**config.mk**
```make
export PLATFORM = sky130hd
export DESIGN_NAME = ctx_ctrl_regs
export DESIGN_NICKNAME = d
export VERILOG_FILES = /design/src/rtl/ctx_ctrl_pkg.sv /design/src/rtl/ctx_rst_sync.sv /design/src/rtl/ctx_ctl_bits.sv /design/src/rtl/ctx_pkt_status.sv /design/src/rtl/ctx_cmd_ptr.sv /design/src/rtl/ctx_ctrl_regs.sv
export SDC_FILE = /design/constraint.sdc
export NUM_CORES = 1
export LEC_CHECK = 0
export BUFFER_PORTS_ARGS = -buffer_cell sky130_fd_sc_hd__buf_2
export CAP_MARGIN = 30
export CORE_MARGIN = 1.5
export CORE_UTILIZATION = 40
export CTS_CLUSTER_SIZE = 10
export DETAILED_ROUTE_END_ITERATION = 7
export PLACE_DENSITY_LB_ADDON = 0.05
export RECOVER_POWER = 25
export SLEW_MARGIN = 20
export SYNTH_ARGS = -nofsm -noshare
export SYNTH_HDL_FRONTEND = slang
export SYNTH_SLANG_ARGS = --single-unit
```
**constraint.sdc**
```tcl
create_clock -name clk -period 1.4 [get_ports clk]
set_input_delay 0.14 -clock clk [delete_from_list [all_inputs] [get_ports clk]]
set_output_delay 0.14 -clock clk [all_outputs]
set_load 0.05 [all_outputs]
```
**src/rtl/ctx_ctrl_pkg.sv**
```systemverilog
package ctx_ctrl_pkg;

  localparam int unsigned REG_W  = 32;
  localparam int unsigned ADDR_W = 2;
  localparam int unsigned SPD_W  = 3;
  localparam int unsigned EVT_W  = 5;
  localparam int unsigned Z_W    = 4;
  localparam int unsigned PTR_W  = REG_W - Z_W;

  localparam int unsigned RUN_B  = 15;
  localparam int unsigned WAKE_B = 12;
  localparam int unsigned DEAD_B = 11;
  localparam int unsigned ACT_B  = 10;
  localparam int unsigned SPD_LO = 5;
  localparam int unsigned EVT_LO = 0;

  localparam logic [ADDR_W-1:0] ADR_SET = 2'd0;
  localparam logic [ADDR_W-1:0] ADR_CLR = 2'd1;
  localparam logic [ADDR_W-1:0] ADR_GAP = 2'd2;
  localparam logic [ADDR_W-1:0] ADR_PTR = 2'd3;

  // bits of the control word that carry state; the rest read as zero
  localparam logic [REG_W-1:0] LIVE_MASK =
      (REG_W'(1) << RUN_B) | (REG_W'(1) << WAKE_B) |
      (REG_W'(1) << DEAD_B) | (REG_W'(1) << ACT_B) |
      (((REG_W'(1) << SPD_W) - REG_W'(1)) << SPD_LO) |
      (((REG_W'(1) << EVT_W) - REG_W'(1)) << EVT_LO);

  typedef struct packed {
    logic run;
    logic wake;
    logic dead;
    logic active;
  } ctl_bits_t;

  typedef struct packed {
    logic [SPD_W-1:0] spd;
    logic [EVT_W-1:0] evt;
  } pkt_stat_t;

endpackage

```
**src/rtl/ctx_rst_sync.sv**
```systemverilog
module ctx_rst_sync #(
  parameter int unsigned STAGES = 2
) (
  input  logic clk,
  input  logic rst_n_in,
  output logic rst_n_out
);

  logic [STAGES-1:0] stg_q;

  for (genvar i = 0; i < STAGES; i++) begin : g_stage
    logic stg_d;
    if (i == 0) begin : g_first
      assign stg_d = 1'b1;
    end else begin : g_next
      assign stg_d = stg_q[i-1];
    end

    always_ff @(posedge clk or negedge rst_n_in) begin
      if (!rst_n_in) begin
        stg_q[i] <= 1'b0;
      end else begin
        stg_q[i] <= stg_d;
      end
    end
  end

  assign rst_n_out = stg_q[STAGES-1];

endmodule

```
**src/rtl/ctx_ctl_bits.sv**
```systemverilog
module ctx_ctl_bits
  import ctx_ctrl_pkg::*;
(
  input  logic      clk,
  input  logic      rst_n,
  input  logic      sw_set_run,
  input  logic      sw_clr_run,
  input  logic      sw_set_wake,
  input  logic      sw_clr_wake,
  input  logic      hw_fetch,
  input  logic      hw_fatal,
  input  logic      hw_busy,
  output ctl_bits_t ctl_q
);

  ctl_bits_t ctl_d;
  logic      ctl_en;

  always_comb begin
    ctl_d = ctl_q;

    // run: software only
    if (sw_set_run) ctl_d.run = 1'b1;
    if (sw_clr_run) ctl_d.run = 1'b0;

    // wake: a software set beats a fetch in the same cycle
    if (hw_fetch || sw_clr_wake) ctl_d.wake = 1'b0;
    if (sw_set_wake)             ctl_d.wake = 1'b1;

    // dead: a software stop beats a fatal error in the same cycle
    if (hw_fatal)   ctl_d.dead = 1'b1;
    if (sw_clr_run) ctl_d.dead = 1'b0;

    // active: follows the engine busy level
    ctl_d.active = hw_busy;
  end

  assign ctl_en = sw_set_run | sw_clr_run | sw_set_wake | sw_clr_wake |
                  hw_fetch | hw_fatal | (hw_busy != ctl_q.active);

  always_ff @(posedge clk or negedge rst_n) begin
    if (!rst_n) begin
      ctl_q <= '0;
    end else if (ctl_en) begin
      ctl_q <= ctl_d;
    end
  end

endmodule

```
**src/rtl/ctx_pkt_status.sv**
```systemverilog
module ctx_pkt_status
  import ctx_ctrl_pkg::*;
(
  input  logic      clk,
  input  logic      rst_n,
  input  logic      stat_ld,
  input  pkt_stat_t stat_d,
  output pkt_stat_t stat_q
);

  always_ff @(posedge clk or negedge rst_n) begin
    if (!rst_n) begin
      stat_q <= '0;
    end else if (stat_ld) begin
      stat_q <= stat_d;
    end
  end

endmodule

```
**src/rtl/ctx_cmd_ptr.sv**
```systemverilog
module ctx_cmd_ptr #(
  parameter int unsigned W = 32
) (
  input  logic         clk,
  input  logic         rst_n,
  input  logic         ptr_ld,
  input  logic [W-1:0] ptr_d,
  output logic [W-1:0] ptr_q
);

  always_ff @(posedge clk or negedge rst_n) begin
    if (!rst_n) begin
      ptr_q <= '0;
    end else if (ptr_ld) begin
      ptr_q <= ptr_d;
    end
  end

endmodule

```
**src/rtl/ctx_ctrl_regs.sv**
```systemverilog
module ctx_ctrl_regs
  import ctx_ctrl_pkg::*;
#(
  parameter int unsigned SYNC_STAGES = 2
) (
  input  logic              clk,
  input  logic              rst_n,
  input  logic [ADDR_W-1:0] reg_addr,
  input  logic              reg_wr,
  input  logic [REG_W-1:0]  reg_wdata,
  output logic [REG_W-1:0]  reg_rdata,
  input  logic              hw_fetch,
  input  logic              hw_fatal,
  input  logic              hw_busy,
  input  logic              pkt_stb,
  input  logic [SPD_W-1:0]  pkt_speed,
  input  logic [EVT_W-1:0]  pkt_evt,
  output logic              ctx_run,
  output logic              ctx_wake,
  output logic [PTR_W-1:0]  cmd_addr,
  output logic [Z_W-1:0]    cmd_z
);

  logic             rst_q_n;
  logic             wr_set;
  logic             wr_clr;
  logic             wr_ptr;
  ctl_bits_t        ctl_q;
  pkt_stat_t        stat_d;
  pkt_stat_t        stat_q;
  logic [REG_W-1:0] ptr_q;
  logic [REG_W-1:0] rd_ctl;
  logic             st_dead;
  logic             st_active;
  logic [SPD_W-1:0] st_spd;
  logic [EVT_W-1:0] st_evt;

  ctx_rst_sync #(.STAGES(SYNC_STAGES)) u_rst (
    .clk       (clk),
    .rst_n_in  (rst_n),
    .rst_n_out (rst_q_n)
  );

  // write decode
  assign wr_set = reg_wr && (reg_addr == ADR_SET);
  assign wr_clr = reg_wr && (reg_addr == ADR_CLR);
  assign wr_ptr = reg_wr && (reg_addr == ADR_PTR);

  ctx_ctl_bits u_ctl (
    .clk         (clk),
    .rst_n       (rst_q_n),
    .sw_set_run  (wr_set && reg_wdata[RUN_B]),
    .sw_clr_run  (wr_clr && reg_wdata[RUN_B]),
    .sw_set_wake (wr_set && reg_wdata[WAKE_B]),
    .sw_clr_wake (wr_clr && reg_wdata[WAKE_B]),
    .hw_fetch    (hw_fetch),
    .hw_fatal    (hw_fatal),
    .hw_busy     (hw_busy),
    .ctl_q       (ctl_q)
  );

  assign stat_d.spd = pkt_speed;
  assign stat_d.evt = pkt_evt;

  ctx_pkt_status u_stat (
    .clk     (clk),
    .rst_n   (rst_q_n),
    .stat_ld (pkt_stb),
    .stat_d  (stat_d),
    .stat_q  (stat_q)
  );

  ctx_cmd_ptr #(.W(REG_W)) u_ptr (
    .clk    (clk),
    .rst_n  (rst_q_n),
    .ptr_ld (wr_ptr),
    .ptr_d  (reg_wdata),
    .ptr_q  (ptr_q)
  );

  assign st_dead   = ctl_q.dead;
  assign st_active = ctl_q.active;
  assign st_spd    = stat_q.spd;
  assign st_evt    = stat_q.evt;

  // control word assembly and read mux
  always_comb begin
    rd_ctl                    = '0;
    rd_ctl[RUN_B]             = ctl_q.run;
    rd_ctl[WAKE_B]            = ctl_q.wake;
    rd_ctl[DEAD_B]            = ctl_q.dead;
    rd_ctl[ACT_B]             = ctl_q.active;
    rd_ctl[SPD_LO +: SPD_W]   = stat_q.spd;
    rd_ctl[EVT_LO +: EVT_W]   = stat_q.evt;
  end

  always_comb begin
    case (reg_addr)
      ADR_SET, ADR_CLR: reg_rdata = rd_ctl;
      ADR_PTR:          reg_rdata = ptr_q;
      default:          reg_rdata = '0;
    endcase
  end

  assign ctx_run  = ctl_q.run;
  assign ctx_wake = ctl_q.wake;
  assign cmd_addr = ptr_q[REG_W-1:Z_W];
  assign cmd_z    = ptr_q[Z_W-1:0];

endmodule

```
==> impl_metrics.ini <==
[power_and_ir_drop]
p_leak_nw = 1.658
powerDensity_nw_per_um2 = 1594
ir_drop_mv = 0.6765
power.total_mw = 4.654

[run_status]
status = complete, no violations

[clocking]
cts_buffer_depth = 2
insertion_delay_ns = 0.29
cts_setup_buffers = 0
tritoncts = yes
cts_buffers = 5
clk_pin_slew_ns = 0.08
cts-root-buf = clkbuf_8
clock_sinks = 46
htree_levels = 2

[yosys]
yosys_warnings = 0
synthTopCellsByCount = dfrtp_1, mux2_4, and3_1, a22o_1, mux2_2
avgSynthCellArea_um2 = 14.97
ys_seq_elements = 46
synth_top_cell_by_area = dfrtp_1
ys_types = 16
yosys_most_used_dff = dfrtp_1
synth-seq-area-share_pct = 54.93
syn_inst = 140
yosysMostFrequentCell = dfrtp_1
synth_edf_count = 0
synth_top_area_share_pct = 54.93
netlist_area_um2 = 2096
syn_nets = 189
synth-async-reset-ratio_pct = 100.0
synth_area_leaders = dfrtp_1, mux2_4, and3_1

[global_routing]
gr-total-overflow = 0
track_usage_pct = 17.08
antenna_found_initial = 0
grt_first_pass_wirelength_um = 7265
grt_max_degree = 45
grt_pass1_vias = 1426

[final_layout]
nNetsFinal = 307
syn2layout_area_growth_pct = 39.34
drive_gt1_share_pct = 66.02
diodes = 0

[hold_path]
min_from = hw_fatal
hold-path-cell-count = 2
min_to = u_ctl.ctl_q[1]
hp-class = in2reg

[detailed_routing]
drc_errors = 0
viasPerCell = 4.781
routed-via-count = 1573
wl_per_cell_um = 14.41
routed_wl_um = 4742
antenna_left = 0
dr.pass1.iters = 4
first_iter_violations = 60

[worst_setup_path]
r2r_cells = 1
r2r_end = u_ptr.ptr_q[4]
cp-start-kind = flop
end_kind = output port
r2r_start = u_rst.rst_n_out
crit_start = u_ctl.ctl_q[3]
cp_data_arrival_time_ns = 1.12
critical_path_class = reg2out
required_ns = 1.26
reg2reg_slack_ns = 0.29
cp_max_fo = 3

[placement]
place_ws_ns = 0.06892
port-buffer-count = 114
routabilityCongestion = 0.7033
hpwlAfterDp_um = 3451

[floorplan]
core_area_um2 = 5075
io_pins = 115
die_area_um2 = 5683
die_w_um = 75.39
row_count = 26
initial_utilization_pct = 41.30
die_y_um = 75.39

[sta]
finalMaxSlewViolations = 0
rsz0062_at_grt = false
hold_ws_ns = 0.07100
setup_violations = 0
hold_violations = 0
setup-tns-final_ns = 0
layout_min_cycle_time_ns = 1.262
max_freq_mhz = 792.5
worst_pin_slew_ns = 0.9622
max_slew_margin_pct = 35.85
skew_ns = 0.003367
layout_setup_ws_ns = 0.1382
post-route-period-util_pct = 90.13

[run]
drv_cap = 0
[sequential cells by signal (all words and copies together), names as in the netlist]
| register | count |
|---|---|
| u_ctl.ctl_q | 4 |
| u_ptr.ptr_q | 32 |
| u_rst.g_stage.stg_d | 1 |
| u_rst.rst_n_out | 1 |
| u_stat.stat_q | 8 |
[logic make-up after synthesis]
kind of cell           count (synthesis)  share of synthesized area [%]
flip-flops                            46                          54.93
AO/OA/AOI/OAI                         13                          5.433
AND/OR/NAND/NOR                       25                          8.120
other                                  1                         0.1789
buffers and inverters                 13                          3.463
multiplexers                          42                          27.88
[how the worst max path moves through the flow]
stage,slack [ns],endpoint,depth (start not counted)
final,0.14,reg_rdata[15],2
after global routing,0.06,reg_rdata[12],2
after CTS,0.07,reg_rdata[11],4
after detailed placement,0.07,reg_rdata[11],4
after global placement,0.10,reg_rdata[3],4
after floorplan,0.02,u_ctl.ctl_q[0],0
[stage by stage]
stage / std cells / area, µm² / utilization [%]
finish: 329 / 2920 / 57.54
global placement: 319 / 2773 / 54.64
CTS: 329 / 2935 / 57.84
detailed placement: 319 / 2773 / 54.64
global route: 329 / 2920 / 57.54
floorplan: 140 / 2096 / -
[what timing repair did]
action	CTS	global route
hold buffers	2	0
gates resized for setup	0	1
setup endpoints to repair	0	5
hold endpoints to repair	3	0
[power by group]
group	switching (mW)	internal, mW	leakage, nW
combinational	1.22	0.553	1.05
sequential	0.154	1.54	0.541
clock	0.423	0.761	0.0714
[layout make-up]
type	count	area, µm²
timing repair buffer	122	656.9
multi-input combinational	81	873.3
tap	70	87.58
inverter	2	7.507
clock buffer	6	82.58
sequential	46	1152
clock inverter	2	60.06
fill	474	2155
[placed cells by master, fill, tap and decap left out, drive strengths merged]
cell type    netlist  routed
clkbuf             7       7
o22a               1       1
and2               1       1
nand2b             1       1
dlygate4sd3        0       2
bufinv             0       2
nand3              1       1
and3              20      20
inv                2       2
nand3b             2       2
mux2              41      41
dfrtp             46      46
a22o              12      12
mux2i              1       1
buf                4     119
conb               1       1
[worst max-delay path, cell delays in order (launching register included)]
cell     delay, ns
dfrtp_1       0.41
a22o_1        0.23
buf_2         0.20
[layer usage]
metal  wire [µm]  global-route usage [%]  vias to the layer above
met2        2288                   27.29                       63
li1            -                       -                      737
met3         355                   5.159                        5
met1        2052                   22.65                      768
met4          46                   4.762                        0
met5           0                       0                        -
(Power assumes the default switching activity.)
